--- src/rtl/smf_pkg.sv ---
package smf_pkg;

  typedef enum logic [2:0] {
    ST_IDLE,
    ST_PASS,
    ST_REQ,
    ST_FILL,
    ST_COMMIT,
    ST_FAULT
  } fsm_e;

  typedef enum logic [1:0] {
    LINE_INVALID = 2'b00,
    LINE_CLEAN   = 2'b01,
    LINE_DIRTY   = 2'b11
  } line_state_e;

endpackage

--- src/rtl/smf_seq.sv ---
// Beat sequencer: tracks how many beats arrived and which word they belong to.
module smf_seq #(
  parameter int IDX_W = 2
) (
  input  logic             clk,
  input  logic             rst_n,
  input  logic             load,
  input  logic [IDX_W-1:0] crit_idx,
  input  logic             step,
  output logic [IDX_W-1:0] word_idx,
  output logic             first,
  output logic             last
);
  localparam logic [IDX_W-1:0] CNT_MAX = {IDX_W{1'b1}};

  logic [IDX_W-1:0] base_q;
  logic [IDX_W-1:0] cnt_q;

  always_ff @(posedge clk or negedge rst_n) begin
    if (!rst_n) begin
      base_q <= '0;
      cnt_q  <= '0;
    end else if (load) begin
      base_q <= crit_idx;
      cnt_q  <= '0;
    end else if (step) begin
      cnt_q  <= cnt_q + 1'b1;
    end
  end

  // Index arithmetic wraps naturally in IDX_W bits.
  assign word_idx = base_q + cnt_q;
  assign first    = (cnt_q == '0);
  assign last     = (cnt_q == CNT_MAX);
endmodule

--- src/rtl/smf_buf.sv ---
// Burst buffer: one register per line word, with a byte-level store merge.
module smf_buf #(
  parameter int DATA_W = 32,
  parameter int WORDS  = 4
) (
  input  logic                       clk,
  input  logic                       rst_n,
  input  logic                       we,
  input  logic [$clog2(WORDS)-1:0]   idx,
  input  logic                       merge,
  input  logic [DATA_W-1:0]          beat_data,
  input  logic [DATA_W-1:0]          st_data,
  input  logic [DATA_W/8-1:0]        st_be,
  output logic [WORDS*DATA_W-1:0]    line
);
  localparam int BE_W  = DATA_W / 8;
  localparam int IDX_W = $clog2(WORDS);

  logic [DATA_W-1:0] merged;

  generate
    for (genvar b = 0; b < BE_W; b++) begin : g_byte
      always_comb begin
        if (merge && st_be[b]) merged[b*8 +: 8] = st_data[b*8 +: 8];
        else                   merged[b*8 +: 8] = beat_data[b*8 +: 8];
      end
    end

    for (genvar w = 0; w < WORDS; w++) begin : g_word
      logic [DATA_W-1:0] word_q;
      always_ff @(posedge clk or negedge rst_n) begin
        if (!rst_n)                           word_q <= '0;
        else if (we && idx == IDX_W'(w))     word_q <= merged;
      end
      assign line[w*DATA_W +: DATA_W] = word_q;
    end
  endgenerate
endmodule

--- src/rtl/smf_ctrl.sv ---
// Control FSM for allocation fill and caching-inhibited pass-through.
module smf_ctrl
  import smf_pkg::*;
(
  input  logic clk,
  input  logic rst_n,
  input  logic st_valid,
  input  logic st_inhibit,
  input  logic rd_req_ready,
  input  logic rd_beat_valid,
  input  logic rd_beat_err,
  input  logic wr_ready,
  input  logic last_beat,
  output logic st_fire,
  output logic beat_fire,
  output logic st_ready,
  output logic st_done,
  output logic rd_req_valid,
  output logic rd_beat_ready,
  output logic wr_valid,
  output logic arr_we,
  output logic mcheck
);
  fsm_e state_q, state_d;
  logic err_q;

  assign st_ready      = (state_q == ST_IDLE);
  assign rd_req_valid  = (state_q == ST_REQ);
  assign rd_beat_ready = (state_q == ST_FILL);
  assign wr_valid      = (state_q == ST_PASS);
  assign arr_we        = (state_q == ST_COMMIT);
  assign mcheck        = (state_q == ST_FAULT);
  assign st_fire       = st_valid && st_ready;
  assign beat_fire     = rd_beat_valid && rd_beat_ready;
  assign st_done       = arr_we || (wr_valid && wr_ready);

  always_comb begin
    state_d = state_q;
    unique case (state_q)
      ST_IDLE:   if (st_fire) state_d = st_inhibit ? ST_PASS : ST_REQ;
      ST_PASS:   if (wr_ready) state_d = ST_IDLE;
      ST_REQ:    if (rd_req_ready) state_d = ST_FILL;
      ST_FILL:   if (beat_fire && last_beat)
                   state_d = (err_q || rd_beat_err) ? ST_FAULT : ST_COMMIT;
      ST_COMMIT: state_d = ST_IDLE;
      ST_FAULT:  state_d = ST_IDLE;
      default:   state_d = ST_IDLE;
    endcase
  end

  always_ff @(posedge clk or negedge rst_n) begin
    if (!rst_n) begin
      state_q <= ST_IDLE;
      err_q   <= 1'b0;
    end else begin
      state_q <= state_d;
      if (st_fire)                       err_q <= 1'b0;
      else if (beat_fire && rd_beat_err) err_q <= 1'b1;
    end
  end
endmodule

--- src/rtl/store_miss_fill.sv ---
module store_miss_fill
  import smf_pkg::*;
#(
  parameter int ADDR_W     = 32,
  parameter int DATA_W     = 32,
  parameter int LINE_WORDS = 4
) (
  input  logic                         clk,
  input  logic                         rst_n,
  input  logic                         st_valid,
  output logic                         st_ready,
  input  logic [ADDR_W-1:0]            st_addr,
  input  logic [DATA_W-1:0]            st_data,
  input  logic [DATA_W/8-1:0]          st_be,
  input  logic                         st_inhibit,
  output logic                         st_done,
  output logic                         rd_req_valid,
  input  logic                         rd_req_ready,
  output logic [ADDR_W-1:0]            rd_req_addr,
  input  logic                         rd_beat_valid,
  output logic                         rd_beat_ready,
  input  logic [DATA_W-1:0]            rd_beat_data,
  input  logic                         rd_beat_err,
  output logic                         wr_valid,
  input  logic                         wr_ready,
  output logic [ADDR_W-1:0]            wr_addr,
  output logic [DATA_W-1:0]            wr_data,
  output logic [DATA_W/8-1:0]          wr_be,
  output logic                         arr_we,
  output logic [ADDR_W-1:0]            arr_addr,
  output logic [LINE_WORDS*DATA_W-1:0] arr_data,
  output logic [1:0]                   arr_state,
  output logic                         mcheck
);
  localparam int BE_W     = DATA_W / 8;
  localparam int OFF_W    = $clog2(BE_W);
  localparam int IDX_W    = $clog2(LINE_WORDS);
  localparam int LINE_OFF = OFF_W + IDX_W;

  logic              st_fire, beat_fire;
  logic [ADDR_W-1:0] addr_q;
  logic [DATA_W-1:0] data_q;
  logic [BE_W-1:0]   be_q;
  logic [IDX_W-1:0]  word_idx;
  logic              first_beat, last_beat;

  // Request capture; held stable for the whole transaction.
  always_ff @(posedge clk or negedge rst_n) begin
    if (!rst_n) begin
      addr_q <= '0;
      data_q <= '0;
      be_q   <= '0;
    end else if (st_fire) begin
      addr_q <= st_addr;
      data_q <= st_data;
      be_q   <= st_be;
    end
  end

  smf_ctrl u_ctrl (
    .clk           (clk),
    .rst_n         (rst_n),
    .st_valid      (st_valid),
    .st_inhibit    (st_inhibit),
    .rd_req_ready  (rd_req_ready),
    .rd_beat_valid (rd_beat_valid),
    .rd_beat_err   (rd_beat_err),
    .wr_ready      (wr_ready),
    .last_beat     (last_beat),
    .st_fire       (st_fire),
    .beat_fire     (beat_fire),
    .st_ready      (st_ready),
    .st_done       (st_done),
    .rd_req_valid  (rd_req_valid),
    .rd_beat_ready (rd_beat_ready),
    .wr_valid      (wr_valid),
    .arr_we        (arr_we),
    .mcheck        (mcheck)
  );

  smf_seq #(.IDX_W(IDX_W)) u_seq (
    .clk      (clk),
    .rst_n    (rst_n),
    .load     (st_fire),
    .crit_idx (st_addr[OFF_W +: IDX_W]),
    .step     (beat_fire),
    .word_idx (word_idx),
    .first    (first_beat),
    .last     (last_beat)
  );

  smf_buf #(.DATA_W(DATA_W), .WORDS(LINE_WORDS)) u_buf (
    .clk       (clk),
    .rst_n     (rst_n),
    .we        (beat_fire),
    .idx       (word_idx),
    .merge     (first_beat),
    .beat_data (rd_beat_data),
    .st_data   (data_q),
    .st_be     (be_q),
    .line      (arr_data)
  );

  assign rd_req_addr = {addr_q[ADDR_W-1:OFF_W], {OFF_W{1'b0}}};
  assign arr_addr    = {addr_q[ADDR_W-1:LINE_OFF], {LINE_OFF{1'b0}}};
  assign arr_state   = LINE_DIRTY;
  assign wr_addr     = addr_q;
  assign wr_data     = data_q;
  assign wr_be       = be_q;
endmodule

--- config.mk ---
export PLATFORM = sky130hd
export DESIGN_NAME = store_miss_fill
export DESIGN_NICKNAME = d
export VERILOG_FILES = /design/src/rtl/smf_pkg.sv /design/src/rtl/smf_seq.sv /design/src/rtl/smf_buf.sv /design/src/rtl/smf_ctrl.sv /design/src/rtl/store_miss_fill.sv
export SDC_FILE = /design/constraint.sdc
export NUM_CORES = 1
export LEC_CHECK = 0
export BUFFER_PORTS_ARGS = -buffer_cell sky130_fd_sc_hd__buf_2
export CORE_AREA = 3 3 145 147
export CTS_CLUSTER_SIZE = 8
export DETAILED_ROUTE_END_ITERATION = 10
export DIE_AREA = 0 0 148 150
export PLACE_DENSITY = 0.74
export SETUP_SLACK_MARGIN = 0.4
export SLEW_MARGIN = 20
export SYNTH_ARGS = -nofsm -noshare
export SYNTH_HDL_FRONTEND = slang
export SYNTH_HIERARCHICAL = 1
export SYNTH_SLANG_ARGS = --single-unit
--- constraint.sdc ---
create_clock -name clk -period 2.83 [get_ports clk]
set_input_delay 0.283 -clock clk [delete_from_list [all_inputs] [get_ports clk]]
set_output_delay 0.283 -clock clk [all_outputs]
set_load 0.01 [all_outputs]
# Word level (Yosys, flattened, before mapping)
# Cells that the tools add are included.
[totals] output_inout_bits=269 elab_cells=62 ff_bits=204
[op_classes] n_eq_ne=13 muxes=15 add_sub_neg=2 reduce_logical=21
[ops] op="8-bit 2-to-1 mux" count=4
[ops] op="1-bit logical AND" count=13
[ops] op="3-bit 2-to-1 mux" count=4
[ops] op="3-bit one-hot mux with 4 select lines" count=1
[ops] op="2-bit == test, second input constant" count=3
[ops] op="3-bit by 2-bit == test with 1-bit output, second input constant" count=2
[ops] op="3-bit == test, second input constant" count=2
[ops] op="2-bit 2-to-1 mux" count=3
[ops] op="2-bit inequality test, second input constant" count=3
[ops] op="2-bit zero test" count=2
[ops] op="4-bit AND reduction" count=1
[ops] op="2-bit nonzero test" count=2
[ops] op="3-bit by 1-bit == test with 1-bit output, second input constant" count=1
[ops] op="3-bit zero test" count=1
[ops] op="1-bit 2-to-1 mux" count=3
[ops] op="2-bit by 1-bit adder with 2-bit output, second input constant" count=1
[ops] op="2-bit adder" count=1
[ops] op="2-bit by 1-bit == test with 1-bit output, second input constant" count=1
[ops] op="1-bit logical OR" count=2
[ops] op="2-bit by 1-bit inequality test with 1-bit output, second input constant" count=1

# Longest topological paths before layout
# Gate-level depths: netlist of the first run.
[logic_depth] depth_word=5 mapped_depth=7 mapped_depth_nobuf=5

# By module
# Netlist of the first run, hierarchy kept.
[modules_own_cells] mod="smf_buf" cells_per_inst=449 n_inst=1 area_each_um2=4814.6 seq_area_each_um2=3203.1
[modules_own_cells] mod="store_miss_fill" cells_per_inst=212 n_inst=1 area_each_um2=3118.0 seq_area_each_um2=1701.6
[modules_own_cells] mod="smf_ctrl" cells_per_inst=33 n_inst=1 area_each_um2=301.5 seq_area_each_um2=100.1
[modules_own_cells] mod="smf_seq" cells_per_inst=17 n_inst=1 area_each_um2=211.5 seq_area_each_um2=100.1

# Worst setup path after synthesis of the first run
# Ideal clock, no wire load.
[synth_timing] path_kind="register -> register" from="register u_ctrl.state_q[2]" to="register addr_q[10] (netlist: wr_addr[10])" stages_incl_launch_ff=8 setup_slack_ps=1003 setup_time_ps=125 required_ps=2705 path_buffers=4 arrival_time_ps=1702 path_cell_list="dfrtp_1 buf_2 nor3_2 and2_1 buf_6 buf_6 buf_8 mux2_4"
[synth_via] elab_chain_cells=2
[synth_lines] item="start, declared" line="smf_ctrl.sv:24" rtl="fsm_e state_q, state_d;"
[synth_lines] item="start signal, assigned" line="smf_ctrl.sv:56" rtl="state_q <= state_d;"
[synth_lines] item="3-bit zero test" line="smf_ctrl.sv:27" rtl="assign st_ready = (state_q == ST_IDLE);"
[synth_lines] item="via st_ready" line="store_miss_fill.sv:11" rtl="output logic st_ready,"
[synth_lines] item="1-bit logical AND" line="smf_ctrl.sv:33" rtl="assign st_fire = st_valid && st_ready;"
[synth_lines] item="via st_fire" line="store_miss_fill.sv:40" rtl="logic st_fire, beat_fire;"
[synth_lines] item="end signal, assigned" line="store_miss_fill.sv:54" rtl="addr_q <= st_addr;"
[synth_lines] item="end, declared" line="store_miss_fill.sv:41" rtl="logic [ADDR_W-1:0] addr_q;"
# The timed path passes the listed nets, and every way through them passes these cells.
# A chain may end at the register's enable or synchronous reset.

# Final worst setup path of the first run
[layout_timing] from="register u_seq.cnt_q[0]" to="register u_buf.g_word[2].word_q[6]"
[layout_via] elab_chain_cells=3 word_cells_on_any_way=6 classes_between="add/sub: 1; eq/ne: 1; mux: 1; reduce/logical: 3"
[layout_lines] item="start, declared" line="smf_seq.sv:17" rtl="logic [IDX_W-1:0] cnt_q;"
[layout_lines] item="start signal, assigned" line="smf_seq.sv:27" rtl="cnt_q <= cnt_q + 1'b1;"
[layout_lines] item="2-bit zero test" line="smf_seq.sv:33" rtl="assign first = (cnt_q == '0);"
[layout_lines] item="via first_beat" line="store_miss_fill.sv:45" rtl="logic first_beat, last_beat;"
[layout_lines] item="1-bit logical AND" line="smf_buf.sv:24" rtl="if (merge && st_be[b]) merged[b*8 +: 8] = st_data[b*8 +: 8];"
[layout_lines] item="8-bit 2-to-1 mux" line="smf_buf.sv:24"
[layout_lines] item="end signal, assigned" line="smf_buf.sv:33" rtl="else if (we && idx == IDX_W'(w)) word_q <= merged;"
[layout_lines] item="end, declared" line="smf_buf.sv:30" rtl="logic [DATA_W-1:0] word_q;"
# The timed path passes the listed nets, and every way through them passes these cells.

==> results.tsv, run 1 <==
metric	value	unit
via_per_inst	4.87	
p_per_area	1230	nW/µm²
drive_above_1_share	45.1	%
track_usage	21.2	%
dp_hpwl	16.6	mm
rsz0062_at_grt	false	
fin_setup_tns	0	ns
grt_pass1_wl	37.7	mm
antenna_found_initial	0	
cp.required	3.20	ns
cp_max_fo	8	
synth_top_family_by_area	multiplexers	
die_area	22200	µm²
ant_nets	0	
final-setup-viol-count	0	
maxCapViolCount	0	
regArea	5100	µm²
synthSimpleGateAreaFrac	7.88	%
post_cts_resized	0	
muxShareOfSynthArea	14.1	%
die-height	150	µm
whs	0.0130	ns
ys_async_sr_fraction	100	%
cts_htree_levels	1	
seq_area_frac_synth	60.4	%
placed_area	10100	µm²
worst_ir_drop_vdd	0.608	mV
fill_cells	1664	
ys.flop_type	dfrtp_1	
synth_top_area_share	60.4	%
period_needed	1.91	ns
synth-edff-count	0	
gp_congestion	0.828	
clkTransAtPathRegs	0.05	ns
drt_iter0_markers	207	
path_cells	inv_1, ha_1, nand2_2, mux2i_1, o21ai_0	
clockBufferDepth	3	
max_stage_delay	0.53	ns
clock_latency	0.52	ns
final_hold_viol_count	0	
num_rows	52	
die_x	148	µm
cts_tree	done	
final_core_util	57.5	%
fin_area	11500	µm²
cts_root_buffer	clkbuf_16	
yosysTopAreaCell	dfrtp_1	
wl_per_cell	18.1	µm
numClockSinks	204	
fin_ws	0.920	ns
fin_nets	1205	
multi_input_area	2650	µm²
synth.distinct_cells	32	
synth_compound_area_share	8.12	%
synthCells	711	
drv_slew	0	
grt_overflow	0	
routed-via-count	6639	
synth-xor-area-share	0.311	%
relSlewSlack	53.6	%
clock_skew	0.00982	ns
fin_crit_sh	67.5	%
status	complete, no violations	
pre_cts_slack	0.889	ns
start_util	42.1	%
crit_slowest_cell	mux2i_1	
cp_num_buf_inv	1	
first_global_vias	6839	
ioPinCount	377	
crit_family	multiplexers	
portBuffers	368	
fmax	524	MHz
finalWirelength	24.7	mm
ys_seq_elements	204	
drc_errors	0	
worstMarginPinSlew	0.696	ns
crit_arrival	2.28	ns
cp-start-kind	register	
synth_fa_ha_area_share	0.444	%
antenna_cells	0	
ctsHoldBuffers	67	
drt-pass1-iter-count	5	
syn_area	8450	µm²
crit_type	register to register	
yosys-top-cells-area	dfrtp_1 60%, mux2_2 6.7%, buf_4 6.2%, o21ai_0 5.7%, nand2_1 4.4%	
cts_setup_buffers	0	
endpoint_kind	register	
ys.warnings.count	6	
cts_made_buffers	29	
leakagePower	5.98	nW
syn_avg_cell_area	11.9	µm²
coreArea	20000	µm²
grt_max_degree	85	
hp-class	input port to register	
area_growth	36.5	%
## per-stage QoR
stage | cells | total power (W)
after floorplan | 717 | 0.00891
after global placement | 1266 | 0.0109
after detailed placement | 1266 | 0.0111
after CTS | 1364 | 0.0143
after global routing | 1364 | 0.0151
final | 1364 | 0.0142
## synth_stat cells (2+ instances only)
library cell	count
buf_4	70
ha_1	3
mux2_4	20
a21oi_1	35
inv_1	4
buf_8	2
mux2i_1	33
nor3b_1	4
and3b_1	3
dfrtp_1	204
nor2_1	35
xnor2_1	3
nand2_1	98
mux2_2	50
clkbuf_1	12
nand2_2	4
buf_2	15
o21ai_0	97
conb_1	2
nand3b_1	2
and2_1	2
buf_6	3
## placed cells by master, fill, tap and decap left out, types with 4 or more instances in the layout
cell type	count
mux2_4	20
inv_1	4
a21oi_1	35
nand2_2	4
buf_2	367
conb_1	8
nand2_1	98
buf_4	10
mux2i_1	33
o21ai_0	97
dfrtp_1	204
nor2_1	35
dlygate4sd3_1	67
clkbuf_16	29
mux2_2	50
## area by class of cell
type	instances	area share (%)
Clock buffer	29	6.29
Clock inverter	2	0.336
Inverter	4	0.130
Multi-Input combinational cell	407	23.0
Sequential cell	204	44.3
Tap cell	270	2.93
Timing Repair Buffer	448	23.0
## path summary, 6_finish.rpt
kind	start	depth (start not counted)	slack, ns	to
max in group asynchronous	rst_n	3	1.70	wr_data[14]
min reg2reg	u_buf/g_word[2].word_q[11]	2	0.47	u_buf/g_word[2].word_q[11]
max	u_seq/cnt_q[0]	5	0.92	u_buf/g_word[2].word_q[6]
min	st_data[9]	2	0.01	wr_data[9]
min in group asynchronous	rst_n	2	0.41	wr_addr[16]
max reg2reg	u_seq/cnt_q[0]	5	0.92	u_buf/g_word[2].word_q[6]
## flip-flops by register name, indices dropped and copies added, names as in the netlist
signal,cells
wr_be,4
u_buf/g_word.word_q,128
u_ctrl/err_q,1
wr_addr,32
u_seq/cnt_q,2
u_seq/base_q,2
u_ctrl/state_q,3
wr_data,32
## cells by family (layout without fill, tap and decap cells)
logic type	after synthesis	after routing
adders and majority gates	3	3
xor gates and xnor gates	3	3
buffers and inverters	106	483
muxes	103	103
and+or+nand+nor	155	155
other	2	8
AOI/OAI and AO/OA	135	135
DFF	204	204
## layer usage
metal	track usage (%)	up-vias	wire, µm
met5	0	-	0
met4	6.37	0	669
met3	5.03	51	1910
met2	39.0	302	12800
met1	24.6	3206	9320
li1	-	3080	-
## where the power goes
part,total (W),internal (W),switching [W]
logic,0.00580,0.00258,0.00322
registers,0.00533,0.00431,0.00102
clock network,0.00302,0.00187,0.00115
Note: power is estimated with default switching activity, not from simulation.
==> run 2, diff against run 1 <==
--- a/config.mk
+++ b/config.mk
@@ -6,11 +6,11 @@
 export NUM_CORES = 1
 export LEC_CHECK = 0
 export BUFFER_PORTS_ARGS = -buffer_cell sky130_fd_sc_hd__buf_2
-export CORE_AREA = 3 3 145 147
+export CORE_AREA = 3 3 147 149
 export CTS_CLUSTER_SIZE = 8
 export DETAILED_ROUTE_END_ITERATION = 10
-export DIE_AREA = 0 0 148 150
-export PLACE_DENSITY = 0.74
+export DIE_AREA = 0 0 150 152
+export PLACE_DENSITY = 0.72
 export SETUP_SLACK_MARGIN = 0.4
 export SLEW_MARGIN = 20
 export SYNTH_ARGS = -nofsm -noshare
==> constraint.sdc (replaced) <==
create_clock -name clk -period 1.89 [get_ports clk]
set_input_delay 0.189 -clock clk [delete_from_list [all_inputs] [get_ports clk]]
set_output_delay 0.189 -clock clk [all_outputs]
set_load 0.01 [all_outputs]
==> run 2 against run 1 <==
Net effect:
- die area increased by 2.7%
- clock skew shrank 0.0012 ns
- clock power grew 50%
- largest power group unchanged
- highest routed layer unchanged
==> results.tsv, run 2 (same netlist as run 1, synthesis figures left out) <==
metric	value	unit	change
status	complete, no violations		
hold_depth	3		+1
drt-pass1-iter-count	4		-1
pre_cts_slack	0.0551	ns	-0.834 ns
worstMarginPinSlew	0.547	ns	-0.149 ns
cts_tree	done		
ant_nets	0		unchanged
die_x	150	µm	+1.4%
crit_arrival	2.15	ns	-0.13 ns
grt_max_degree	62		-27%
first_global_vias	7179		+5.0%
start_util	41.6	%	-0.54 points
whs	0.0122	ns	-0.000740 ns
regArea	5110	µm²	about the same
clkTransAtPathRegs	0.05	ns	about the same
crit_type	register to register		
cts_root_buffer	clkbuf_16		
relSlewSlack	63.5	%	+9.9 points
multi_input_area	3230	µm²	+22%
drc_errors	0		unchanged
hp-class	input port to register		
clockBufferDepth	3		unchanged
area_growth	58.3	%	
p_per_area	1790	nW/µm²	+46%
fin_ws	0.155	ns	-0.765 ns
wl_met1	11.7	mm	+25%
leakagePower	6.72	nW	+12%
final-setup-viol-count	0		unchanged
drv_slew	0		unchanged
endpoint_kind	register		
routed-via-count	7218		+8.7%
topRoutingLayerUsed	met4		
worst_ir_drop_vdd	1.04	mV	+71%
final_common_cell	buf_2		
die_area	22800	µm²	+2.7%
track_usage	23.4	%	+2.2 points
wl_met3	2.24	mm	+17%
drive_above_1_share	55.0	%	+10 points
mostFrequentLayoutCells	367 x buf_2, 202 x dfrtp_1, 78 x nand2_1		
regToRegEndpoint	u_buf/g_word[3].word_q[31]		
cts_made_buffers	29		unchanged
r2r_slack	0.16	ns	-0.76 ns
grt_pass1_wl	41.9	mm	+11%
met2_length	15.4	mm	+20%
fin_area	13400	µm²	+16%
grt_overflow	0		unchanged
dp_hpwl	17.3	mm	+4.1%
coreArea	20300	µm²	+1.3%
finalWirelength	30.2	mm	+22%
cts_htree_levels	1		unchanged
placed_area	10300	µm²	+1.7%
largest_reg_flops	128		unchanged
r2r_start	u_ctrl/state_q[2]		
fmax	576	MHz	+10%
final_hold_viol_count	0		unchanged
via_per_inst	5.04		+3.5%
antenna_found_initial	0		unchanged
top_register	u_buf/g_word.word_q		
antenna_cells	0		unchanged
cp-start-kind	register		
fin_nets	1275		+5.8%
clock_skew	0.00859	ns	-0.00123 ns
portBuffers	368		unchanged
cp.required	2.31	ns	-0.89 ns
cp_max_fo	40		+32
fin_setup_tns	0	ns	unchanged
period_needed	1.73	ns	-0.175 ns
worstHoldEndpoint	u_buf/g_word[1].word_q[6]		
hold_path.startpoint	rd_beat_data[6]		
drt_iter0_markers	339		+64%
rsz0062_at_grt	true		
worstRegToRegCells	6		+1
num_rows	52		unchanged
fin_crit_sh	91.8	%	+24 points
numClockSinks	204		unchanged
gp_congestion	0.821		-0.87%
wl_per_cell	21.1	µm	+16%
maxCapViolCount	0		unchanged
clock_latency	0.52	ns	about the same
die-height	152	µm	+1.3%
fill_cells	1447		-13%
ioPinCount	377		unchanged
## run 2: changes by cell type in the layout (fill, tap and decap cells not counted), sizes merged
| cell | change |
|---|---|
| buf | +52 |
| clkbuf | +8 |
| dlygate4sd3 | +10 |
| inv | -1 |
## run 2: stage by stage
step / total power [W] / cells / utilization [%]
final: 0.0239 / 1433 / 65.9
after global routing: 0.0253 / 1433 / 65.9
after CTS: 0.0228 / 1414 / 62.6
after detailed placement: 0.0169 / 1276 / 50.6
after global placement: 0.0167 / 1276 / 50.6
after floorplan: 0.0135 / 717 / -
## run 2: worst max path at each step
stage | start | to | slack (ns) | cells after the start
CTS | u_seq/base_q[1] | u_buf/g_word[0].word_q[3] | 0.20 | 7
floorplan | u_ctrl/state_q[2] | wr_addr[10] | 0.23 | 7
global route | u_seq/cnt_q[1] | u_buf/g_word[0].word_q[26] | 0.11 | 8
global placement | u_seq/cnt_q[1] | u_buf/g_word[3].word_q[29] | 0.09 | 5
finish | u_ctrl/state_q[2] | u_buf/g_word[3].word_q[31] | 0.16 | 6
detailed placement | u_seq/cnt_q[0] | u_buf/g_word[1].word_q[28] | 0.06 | 5
## run 2: layout make-up
| type | count | share of cell area, % |
|---|---|---|
| timing repair buffer | 518 | 29.4 |
| inverter | 4 | 0.112 |
| multi-input combinational | 407 | 24.2 |
| clock inverter | 1 | 0.225 |
| tap | 270 | 2.53 |
| clock buffer | 29 | 5.43 |
| sequential | 204 | 38.2 |
## run 2: where the power goes
group | internal, W | total (W) | leakage, nW | switching, W
logic | 0.00553 | 0.0112 | 3.85 | 0.00567
registers | 0.00646 | 0.00822 | 2.50 | 0.00176
clock network | 0.00279 | 0.00452 | 0.372 | 0.00173
## run 2: worst max-delay path, cell delays in order (launching register included)
cell and delay [ns]:
dfrtp_2 0.44, and4b_4 0.37, buf_6 0.11, buf_4 0.10, nand3_2 0.13, buf_12 0.20
o21ai_0 0.25
## run 2: per-layer routing
layer	track usage, %	up-vias
li1	-	3236
met1	28.1	3546
met2	41.7	375
met3	5.36	61
met4	7.10	0
met5	0	-
## run 2: what timing repair did
item | 4_1_cts | 5_1_grt
pin swaps | 22 | 13
buffers inserted | 17 | 8
setup endpoints to repair | 205 | 206
hold endpoints to repair | 134 | 0
cloned | 14 | 11
resized for setup | 127 | 83
hold buffers | 77 | 0
==> run 3, diff against run 2 <==
--- a/config.mk
+++ b/config.mk
@@ -10,7 +10,7 @@
 export CTS_CLUSTER_SIZE = 8
 export DETAILED_ROUTE_END_ITERATION = 10
 export DIE_AREA = 0 0 150 152
-export PLACE_DENSITY = 0.72
+export PLACE_DENSITY = 0.71
 export SETUP_SLACK_MARGIN = 0.4
 export SLEW_MARGIN = 20
 export SYNTH_ARGS = -nofsm -noshare
==> run 3 against run 2 <==
Net effect:
- non-clock buffer count rose by 29
- clock power barely moved
- fmax fell by 0.92%
- sequential cell count did not move
- worst hold slack improved by 0.011 ns
- register-to-register slack got worse by 0.02 ns
- global-route usage rose by 2.9 points
- die area did not move
- routed wire length rose by 12%
- critical path depth rose by 1
- first-iteration DRC count rose by 1.2%
==> results.tsv, run 3 (same netlist as run 1, synthesis figures left out) <==
metric	value	unit	change
status	complete, no violations		
start_util	41.6	%	unchanged
largest_reg_flops	128		unchanged
drv_slew	0		unchanged
crit_type	register to register		
grt_overflow	0		unchanged
crit_arrival	2.19	ns	+0.04 ns
fin_setup_tns	0	ns	unchanged
placedCellCount	1277		+0.078%
period_needed	1.75	ns	+0.0161 ns
ant_nets	0		unchanged
num_rows	52		unchanged
final_hold_viol_count	0		unchanged
cts_root_buffer	clkbuf_16		
cts_htree_levels	1		unchanged
endpoint_kind	register		
cp_num_buf_inv	4		+1
cp-start-kind	register		
rsz0062_at_grt	true		
total_power	0.0263	W	+9.8%
drt_iter0_markers	343		+1.2%
track_usage	26.3	%	+2.9 points
cp.required	2.33	ns	+0.02 ns
cp_max_fo	8		-80%
cts_tree	done		
clock_skew	0.0258	ns	+0.0172 ns
final-setup-viol-count	0		unchanged
leakagePower	7.16	nW	+6.6%
portBuffers	368		unchanged
grt_pass1_wl	46.5	mm	+11%
layout.cells.non_filler	1462		+2.0%
crit_slowest_cell	dfrtp_2		
coreArea	20300	µm²	unchanged
maxCapViolCount	0		unchanged
path_cells	and4b_4, buf_6, nand3b_1, buf_4, buf_8, buf_16, o21ai_1		
switching_share	39.3	%	+1.0 points
clockBufferDepth	3		unchanged
gp_congestion	0.789		-3.9%
first_global_vias	7940		+11%
area_growth	73.3	%	
mostFrequentLayoutCells	366 x buf_2, 203 x dfrtp_1, 77 x dlygate4sd3_1		
finalWirelength	33.9	mm	+12%
drive_above_1_share	63.8	%	+8.7 points
r2r_slack	0.14	ns	-0.02 ns
top_register	u_buf/g_word.word_q		
cts_made_buffers	29		unchanged
hp-class	input port to register		
final_common_cell	buf_2		
clkTransAtPathRegs	0.05	ns	about the same
max_stage_delay	0.43	ns	about the same
fin_crit_sh	92.6	%	+0.85 points
drt-pass1-iter-count	4		unchanged
routed-via-count	7620		+5.6%
p_per_area	1800	nW/µm²	+0.33%
crit_family	buffers and inverters		
die_x	150	µm	unchanged
dp_hpwl	17.1	mm	-1.3%
p_clk_share	17.3	%	-1.6 points
fmax	571	MHz	-0.92%
grt_max_degree	78		+26%
worst_ir_drop_vdd	1.02	mV	-1.9%
switching_power	0.0103	W	+13%
clock_latency	0.52	ns	about the same
ioPinCount	377		unchanged
antenna_found_initial	0		unchanged
p_int	0.0160	W	+8.0%
p_comb_share	50.5	%	+3.7 points
numClockSinks	204		unchanged
antenna_cells	0		unchanged
die_area	22800	µm²	unchanged
via_per_inst	5.21		+3.5%
seq_power_share	32.3	%	-2.1 points
fin_nets	1304		+2.3%
drc_errors	0		unchanged
wl_per_cell	23.2	µm	+10%
die-height	152	µm	unchanged
[run 3: changes by cell type in the layout (fill, tap and decap cells not counted), sizes merged]
cell and delta:
clkbuf +1, buf +28
[run 3: cell type report]
cell class	instances	area [µm²]
Clock buffer	29	726
Tap cell	270	338
Inverter	4	15.0
Clock inverter	1	30.0
Timing Repair Buffer	547	4490
Sequential cell	204	5110
Multi-Input combinational cell	407	3930
Fill cell	1307	5670
[run 3: stage by stage]
step / worst slack [ns] / utilization, % / cell area (µm²) / hold slack (ns)
floorplan: 0.227 / - / 8570 / -0.107
global placement: 0.132 / 50.7 / 10300 / 0.0957
detailed placement: 0.0811 / 50.7 / 10300 / 0.0945
CTS: 0.158 / 66.3 / 13500 / 0.00323
global route: 0.0751 / 72.1 / 14600 / 0.00955
finish: 0.139 / 72.1 / 14600 / 0.0230
[run 3: power by group through the flow]
| stage | sequential (W) | combinational (W) | clock, W |
|---|---|---|---|
| global placement | 0.00795 | 0.00874 | 0 |
| finish | 0.00848 | 0.0133 | 0.00454 |
| global route | 0.00873 | 0.0140 | 0.00481 |
| floorplan | 0.00869 | 0.00481 | 0 |
| detailed placement | 0.00799 | 0.00891 | 0 |
| CTS | 0.00809 | 0.0112 | 0.00460 |
[run 3: metal layers]
| metal | global-route usage [%] | share of wire, % | up-vias |
|---|---|---|---|
| met1 | 32.5 | 38 | 3848 |
| met5 | 0 | 0 | - |
| met4 | 9.24 | 3.2 | 0 |
| met3 | 5.48 | 7.3 | 82 |
| li1 | - | - | 3317 |
| met2 | 45.7 | 52 | 373 |
[run 3: path summary, 6_finish.rpt]
kind,startpoint,to,cells after the start
setup / recovery,u_ctrl/state_q[2],u_buf/g_word[2].word_q[19],7
hold / removal,rd_beat_data[23],u_buf/g_word[2].word_q[23],3
setup reg to reg,u_ctrl/state_q[2],u_buf/g_word[2].word_q[19],7
hold reg to reg,u_buf/g_word[3].word_q[25],u_buf/g_word[3].word_q[25],2
max in group asynchronous,rst_n,wr_addr[8],3
min in group asynchronous,rst_n,wr_addr[16],2
[run 3: worst min-delay path, stage by stage]
cell	delay [ns]
buf_2	0.10
mux2i_4	0.09
o21ai_2	0.13
[run 3: timing repair]
action	4_1_cts	5_1_grt
pin swaps	34	51
endpoints found under the hold margin	285	0
buffers inserted	38	2
resized for setup	193	238
hold buffers	77	0
cloned	28	10
setup endpoints to repair	203	208
